$ cat src/rtl/brnx_pkg.sv
package brnx_pkg;
  localparam int unsigned CODE_W = 5;

  typedef enum logic [CODE_W-1:0] {
    JT_ALWAYS  = 5'd0,
    JT_LINK    = 5'd1,
    JT_VCLR    = 5'd2,
    JT_VSET    = 5'd3,
    JT_SCLR    = 5'd4,
    JT_SSET    = 5'd5,
    JT_ZCLR    = 5'd6,
    JT_ZSET    = 5'd7,
    JT_CCLR    = 5'd8,
    JT_CSET    = 5'd9,
    JT_SGE     = 5'd10,
    JT_SLT     = 5'd11,
    JT_SGT     = 5'd12,
    JT_SLE     = 5'd13,
    JT_UHI     = 5'd14,
    JT_ULS     = 5'd15,
    JT_REG     = 5'd16,
    JT_REGLINK = 5'd17,
    JT_RET     = 5'd18
  } jtype_e;

  typedef enum logic [1:0] {
    SRC_SEQ   = 2'd0,
    SRC_LABEL = 2'd1,
    SRC_REG   = 2'd2,
    SRC_LINK  = 2'd3
  } tsrc_e;

  // number of flag-condition pairs occupying codes 2..15
  localparam int unsigned N_PAIRS = 7;
endpackage

$ cat src/rtl/brnx_cond_eval.sv
module brnx_cond_eval
  import brnx_pkg::*;
(
  input  logic [CODE_W-1:0] code,
  input  logic              fc,
  input  logic              fz,
  input  logic              fs,
  input  logic              fv,
  output logic              cond_true
);
  localparam int unsigned PAIR_IDX_W = 3;

  logic [N_PAIRS-1:0] pred;
  logic [N_PAIRS-1:0] pair_hit;
  logic               sv_x;

  assign sv_x = fs ^ fv;

  // predicate of each pair; odd code = predicate true, even = predicate false
  always_comb begin
    pred[0] = fv;
    pred[1] = fs;
    pred[2] = fz;
    pred[3] = fc;
    pred[4] = sv_x;
    pred[5] = fz | sv_x;
    pred[6] = fc | fz;
  end

  genvar gp;
  generate
    for (gp = 0; gp < N_PAIRS; gp++) begin : g_pair
      localparam logic [PAIR_IDX_W-1:0] PIDX = PAIR_IDX_W'(gp + 1);
      assign pair_hit[gp] = (code[CODE_W-1] == 1'b0) &&
                            (code[PAIR_IDX_W:1] == PIDX) &&
                            (pred[gp] == code[0]);
    end
  endgenerate

  always_comb begin
    unique case (code)
      JT_ALWAYS, JT_LINK, JT_REG, JT_REGLINK, JT_RET: cond_true = 1'b1;
      default:                                        cond_true = |pair_hit;
    endcase
  end


  unused_code_chk: assert final ((code <= CODE_W'(JT_RET)) || !cond_true);
endmodule

$ cat src/rtl/brnx_target_sel.sv
module brnx_target_sel
  import brnx_pkg::*;
#(
  parameter int unsigned ADDR_W     = 32,
  parameter int unsigned INSN_BYTES = 4
) (
  input  logic [CODE_W-1:0] code,
  input  logic              cond_true,
  input  logic [ADDR_W-1:0] pc,
  input  logic [ADDR_W-1:0] label_tgt,
  input  logic [ADDR_W-1:0] reg_tgt,
  input  logic [ADDR_W-1:0] lr_val,
  output logic [ADDR_W-1:0] npc,
  output logic              taken,
  output logic              link_we
);
  localparam logic [ADDR_W-1:0] STEP = ADDR_W'(INSN_BYTES);

  tsrc_e             src;
  logic              wants_link;
  logic [ADDR_W-1:0] seq_pc;

  assign seq_pc = pc + STEP;

  always_comb begin
    src        = SRC_SEQ;
    wants_link = 1'b0;
    if (cond_true) begin
      unique case (code)
        JT_LINK:    begin src = SRC_LABEL; wants_link = 1'b1; end
        JT_REG:     src = SRC_REG;
        JT_REGLINK: begin src = SRC_REG; wants_link = 1'b1; end
        JT_RET:     src = SRC_LINK;
        default:    src = SRC_LABEL;
      endcase
    end
  end

  always_comb begin
    unique case (src)
      SRC_LABEL: npc = label_tgt;
      SRC_REG:   npc = reg_tgt;
      SRC_LINK:  npc = lr_val;
      default:   npc = seq_pc;
    endcase
  end

  assign taken   = (src != SRC_SEQ);
  assign link_we = wants_link;


  seq_step_chk: assert final (taken || (npc == seq_pc));

  link_taken_chk: assert final (!link_we || taken);
endmodule

$ cat src/rtl/brnx_next_pc.sv
module brnx_next_pc
  import brnx_pkg::*;
#(
  parameter int unsigned ADDR_W     = 32,
  parameter int unsigned INSN_BYTES = 4
) (
  input  logic              clk,
  input  logic              rst_n,
  input  logic              jmp_vld,
  input  logic [CODE_W-1:0] jmp_type,
  input  logic [ADDR_W-1:0] pc_i,
  input  logic [ADDR_W-1:0] label_tgt,
  input  logic [ADDR_W-1:0] reg_tgt,
  input  logic [ADDR_W-1:0] lr_val,
  input  logic              flag_c,
  input  logic              flag_z,
  input  logic              flag_s,
  input  logic              flag_v,
  output logic [ADDR_W-1:0] npc_o,
  output logic              taken_o,
  output logic              lr_we_o,
  output logic [ADDR_W-1:0] lr_wdata_o
);
  // reset: asserted asynchronously, released on a clock edge
  logic [1:0] rst_sync;
  logic       rst_n_int;

  always_ff @(posedge clk or negedge rst_n) begin
    if (!rst_n) rst_sync <= 2'b00;
    else        rst_sync <= {rst_sync[0], 1'b1};
  end
  assign rst_n_int = rst_sync[1];

  logic              cond_true;
  logic [ADDR_W-1:0] npc_c;
  logic              taken_c;
  logic              link_c;

  brnx_cond_eval u_cond (
    .code      (jmp_type),
    .fc        (flag_c),
    .fz        (flag_z),
    .fs        (flag_s),
    .fv        (flag_v),
    .cond_true (cond_true)
  );

  brnx_target_sel #(
    .ADDR_W     (ADDR_W),
    .INSN_BYTES (INSN_BYTES)
  ) u_sel (
    .code      (jmp_type),
    .cond_true (cond_true),
    .pc        (pc_i),
    .label_tgt (label_tgt),
    .reg_tgt   (reg_tgt),
    .lr_val    (lr_val),
    .npc       (npc_c),
    .taken     (taken_c),
    .link_we   (link_c)
  );

  // next-state
  logic [ADDR_W-1:0] npc_d, lrw_d;
  logic              taken_d, lrwe_d, addr_en;

  always_comb begin
    addr_en = jmp_vld;
    npc_d   = npc_c;
    lrw_d   = pc_i;
    taken_d = jmp_vld & taken_c;
    lrwe_d  = jmp_vld & link_c;
  end

  // registers
  always_ff @(posedge clk or negedge rst_n_int) begin
    if (!rst_n_int) begin
      taken_o <= 1'b0;
      lr_we_o <= 1'b0;
    end else begin
      taken_o <= taken_d;
      lr_we_o <= lrwe_d;
    end
  end

  always_ff @(posedge clk or negedge rst_n_int) begin
    if (!rst_n_int) begin
      npc_o      <= '0;
      lr_wdata_o <= '0;
    end else if (addr_en) begin
      npc_o      <= npc_d;
      lr_wdata_o <= lrw_d;
    end
  end


  idle_quiet_chk: assert property (@(posedge clk) disable iff (!rst_n_int)
    !jmp_vld |=> (!taken_o && !lr_we_o && $stable(npc_o)));

  ret_link_chk: assert property (@(posedge clk) disable iff (!rst_n_int)
    (jmp_vld && jmp_type == CODE_W'(JT_RET)) |=> (taken_o && npc_o == $past(lr_val)));

  link_value_chk: assert property (@(posedge clk) disable iff (!rst_n_int)
    (jmp_vld && (jmp_type == CODE_W'(JT_LINK) || jmp_type == CODE_W'(JT_REGLINK)))
      |=> (lr_we_o && lr_wdata_o == $past(pc_i)));

  unused_quiet_chk: assert property (@(posedge clk) disable iff (!rst_n_int)
    (jmp_vld && jmp_type > CODE_W'(JT_RET)) |=> (!taken_o && !lr_we_o));

  always_taken_chk: assert property (@(posedge clk) disable iff (!rst_n_int)
    (jmp_vld && jmp_type <= CODE_W'(JT_LINK)) |=> (taken_o && npc_o == $past(label_tgt)));
endmodule

$ cat config.mk
export PLATFORM = sky130hd
export DESIGN_NAME = brnx_next_pc
export DESIGN_NICKNAME = d
export VERILOG_FILES = /design/src/rtl/brnx_pkg.sv /design/src/rtl/brnx_cond_eval.sv /design/src/rtl/brnx_target_sel.sv /design/src/rtl/brnx_next_pc.sv
export SDC_FILE = /design/constraint.sdc
export NUM_CORES = 1
export LEC_CHECK = 0
export CAP_MARGIN = 25
export CORE_UTILIZATION = 44
export DETAILED_ROUTE_END_ITERATION = 8
export PLACE_DENSITY = 0.86
export RECOVER_POWER = 100
export SLEW_MARGIN = 10
export SYNTH_ARGS = -nofsm -noshare
export SYNTH_HDL_FRONTEND = slang
export SYNTH_SLANG_ARGS = --single-unit
$ cat constraint.sdc
create_clock -name clk -period 5.1 [get_ports clk]
set_input_delay 0.765 -clock clk [delete_from_list [all_inputs] [get_ports clk]]
set_output_delay 0.765 -clock clk [all_outputs]
set_load 0.01 [all_outputs]
==> qor.csv <==
metric;value;unit
start_util;45.4;%
clk_latency;0.34;ns
timing.final.ws_setup;1.19;ns
cp_slowest_cell;nor2_1;
setup_viol;0;
core;9240;um^2
fin_crit_sh;76.8;%
synth_area_leaders;dfrtp_1, mux2_2, a22o_1;
dr_total_vias;4274;
tns;0;ns
post_cts_buffers;0;
place_ws;1.51;ns
grt_pass1_wl;22100;um
track_usage;28.7;%
critPathLaunchType;input port;
yosys.area.top_type;dfrtp_1;
rows;35;
io_buffers;205;
htreeDepth;3;
fmax;0.255;GHz
drc;0;
antenna_found_initial;0;
synth_fp_nets;573;
die-area;9920;um^2
relSlewSlack;10.3;%
worst_slew_pin_slew;1.34;ns
powerDensity;242;nW/um^2
finalClockSkew;0.0183;ns
multi_input_area;2260;um^2
clk_transition_reported_paths;0.09;ns
nFillCells;716;
ys_ff_latch;68;
wirelength;14300;um
yosysMostFrequentCell;dfrtp_1;
rsz0062_at_grt;false;
critPathKind;input port to flop;
crit_fanout;20;
finalCriticalPeriod;3.91;ns
nets;758;
grt_pass1_vias;4306;
gp_congestion;0.823;
cp_num_buf_inv;1;
end_kind;flop;
fp.dieH;99.6;um
cts_buffers;9;
fin_util;70.3;%
die_w;99.6;um
dp_hpwl;10600;um
ys.flop_type;dfrtp_1;
avgViaCountPerCell;5.69;
synth_edf_count;0;
ant_nets;0;
vdd_drop_max;0.000143;V
antennaDiodeCount;0;
status;finished, final reports clean;
synth_common_cells;dfrtp_1, nand2_1, mux2_2;
ctsLongestPathBuffers;2;
required;5.24;ns
worst_ep_arrival_time;4.06;ns
total_power;0.00158;W
grt-ovfl-total;0;
area_delta_synth_final;55.0;%
wl_per_cell;19.1;um
hold_class;flop to flop;
postCtsHoldBufs;0;
synth_area_per_cell;9.70;um^2
drive_gt1_share;9.97;%
cts_tree;built;
drtIter0Drc;212;
synth_cells;432;
async_flop_share;100;%
finalHoldViolations;0;
cpPeakStageDelay;1.12;ns
synth_seq_area_share;40.6;%
cap_violations;0;
synthDistinctLibCells;53;
cts_resized;0;
regArea;1700;um^2
ios;206;
synthesis.area;4190;um^2
synth_top_area_share;40.6;%
dr.pass1.iters;5;
clockRootBuffer;clkbuf_8;
leakagePower;2.56;nW
critPathTopFamily;simple AND/OR/NAND/NOR gates;
grt_max_degree;67;
ys_warn_count;0;
path_cells;dlygate4sd3_1 > or3_1 > a21oi_1 > o32a_1 > o21bai_1 > nor2_1 > o311ai_0;
cts_sinks;68;
drv_slew;0;
[flip-flops by register name, indices dropped and copies added (netlist names)]
register and count:
rst_sync 2, lr_wdata_o 32, npc_o 32, lr_we_o 1, taken_o 1
[path summary, 6_finish.rpt]
| path | start | endpoint | slack, ns | depth (start not counted) |
|---|---|---|---|---|
| worst max-delay path | jmp_type[1] | npc_o[29] | 1.19 | 7 |
| worst min-delay path | rst_sync[0] | rst_sync[1] | 0.36 | 0 |
| worst max register to register | npc_o[0] | npc_o[0] | 3.89 | 4 |
| worst min register to register | rst_sync[0] | rst_sync[1] | 0.36 | 0 |
| max in group asynchronous | rst_sync[1] | npc_o[4] | 4.05 | 1 |
| min in group asynchronous | rst_sync[1] | lr_wdata_o[26] | 0.45 | 1 |
[metrics by stage]
stage / hold WS, ns / std cells / cell area [um^2]
after floorplan: 0.331 / 432 / 4190
after global placement: 0.343 / 733 / 6300
after detailed placement: 0.348 / 734 / 6320
after CTS: 0.367 / 750 / 6520
after global routing: 0.380 / 751 / 6500
final: 0.365 / 751 / 6500
[kinds of logic (layout without fill, tap and decap cells)]
group	count (synthesis)	count (layout)	synth area share (%)
muxes	32	32	8.60
xor gates and xnor gates	29	29	6.06
buffers and inverters	48	238	4.84
AOI/OAI and AO/OA	110	110	21.5
other	1	1	0.0895
adders and majority gates	1	1	0.298
and+or+nand+nor	143	143	18.0
DFF	68	68	40.6
[cell type report]
class                   count  share of cell area, %
multi-input cells         316                   34.8
repair buffers            212                   32.9
flip-flops and latches     68                   26.2
well taps                 129                   2.48
clock buffers              12                   2.23
clock inverters             4                  0.770
inverters                  10                  0.578
[report_power, final]
group | switching, W | internal, W
Sequential | 0.0000352 | 0.000606
Combinational | 0.000218 | 0.000266
Clock | 0.000210 | 0.000239
[cells in the final DEF (no fill, tap or decap), types with 3 or more instances in the layout]
master | Yosys | final
a21oi_1 | 26 | 25
a221oi_1 | 2 | 9
a22o_1 | 27 | 27
and3_1 | 3 | 3
buf_4 | 2 | 5
clkbuf_8 | 0 | 10
clkdlybuf4s50_1 | 0 | 136
dfrtp_1 | 68 | 67
dlygate4sd3_1 | 0 | 68
inv_1 | 9 | 9
mux2_2 | 32 | 32
nand2_1 | 44 | 44
nand2b_1 | 3 | 3
nand3_1 | 11 | 11
nand4_1 | 20 | 20
nor2_1 | 15 | 15
nor3_1 | 21 | 21
nor4_1 | 7 | 7
o21ai_0 | 3 | 3
o311ai_0 | 0 | 16
o31ai_1 | 9 | 9
xnor2_1 | 11 | 11
xor2_1 | 18 | 18
[metal layers]
metal / vias to the layer above / global-route usage [%] / part of all wire (%)
met5: - / 0 / 0
met4: 0 / 9.62 / 1.8
met3: 19 / 6.32 / 6.8
met2: 191 / 48.7 / 49
met1: 2044 / 36.3 / 42
li1: 2020 / - / -
[worst register-to-register path, delay by kind of cell, from the launching register on]
family | cells | cell delay, ns
simple gates | 1 | 0.10
compound gates | 3 | 0.54
flops | 1 | 0.41
No activity file was read; power rests on OpenSTA's default activity.
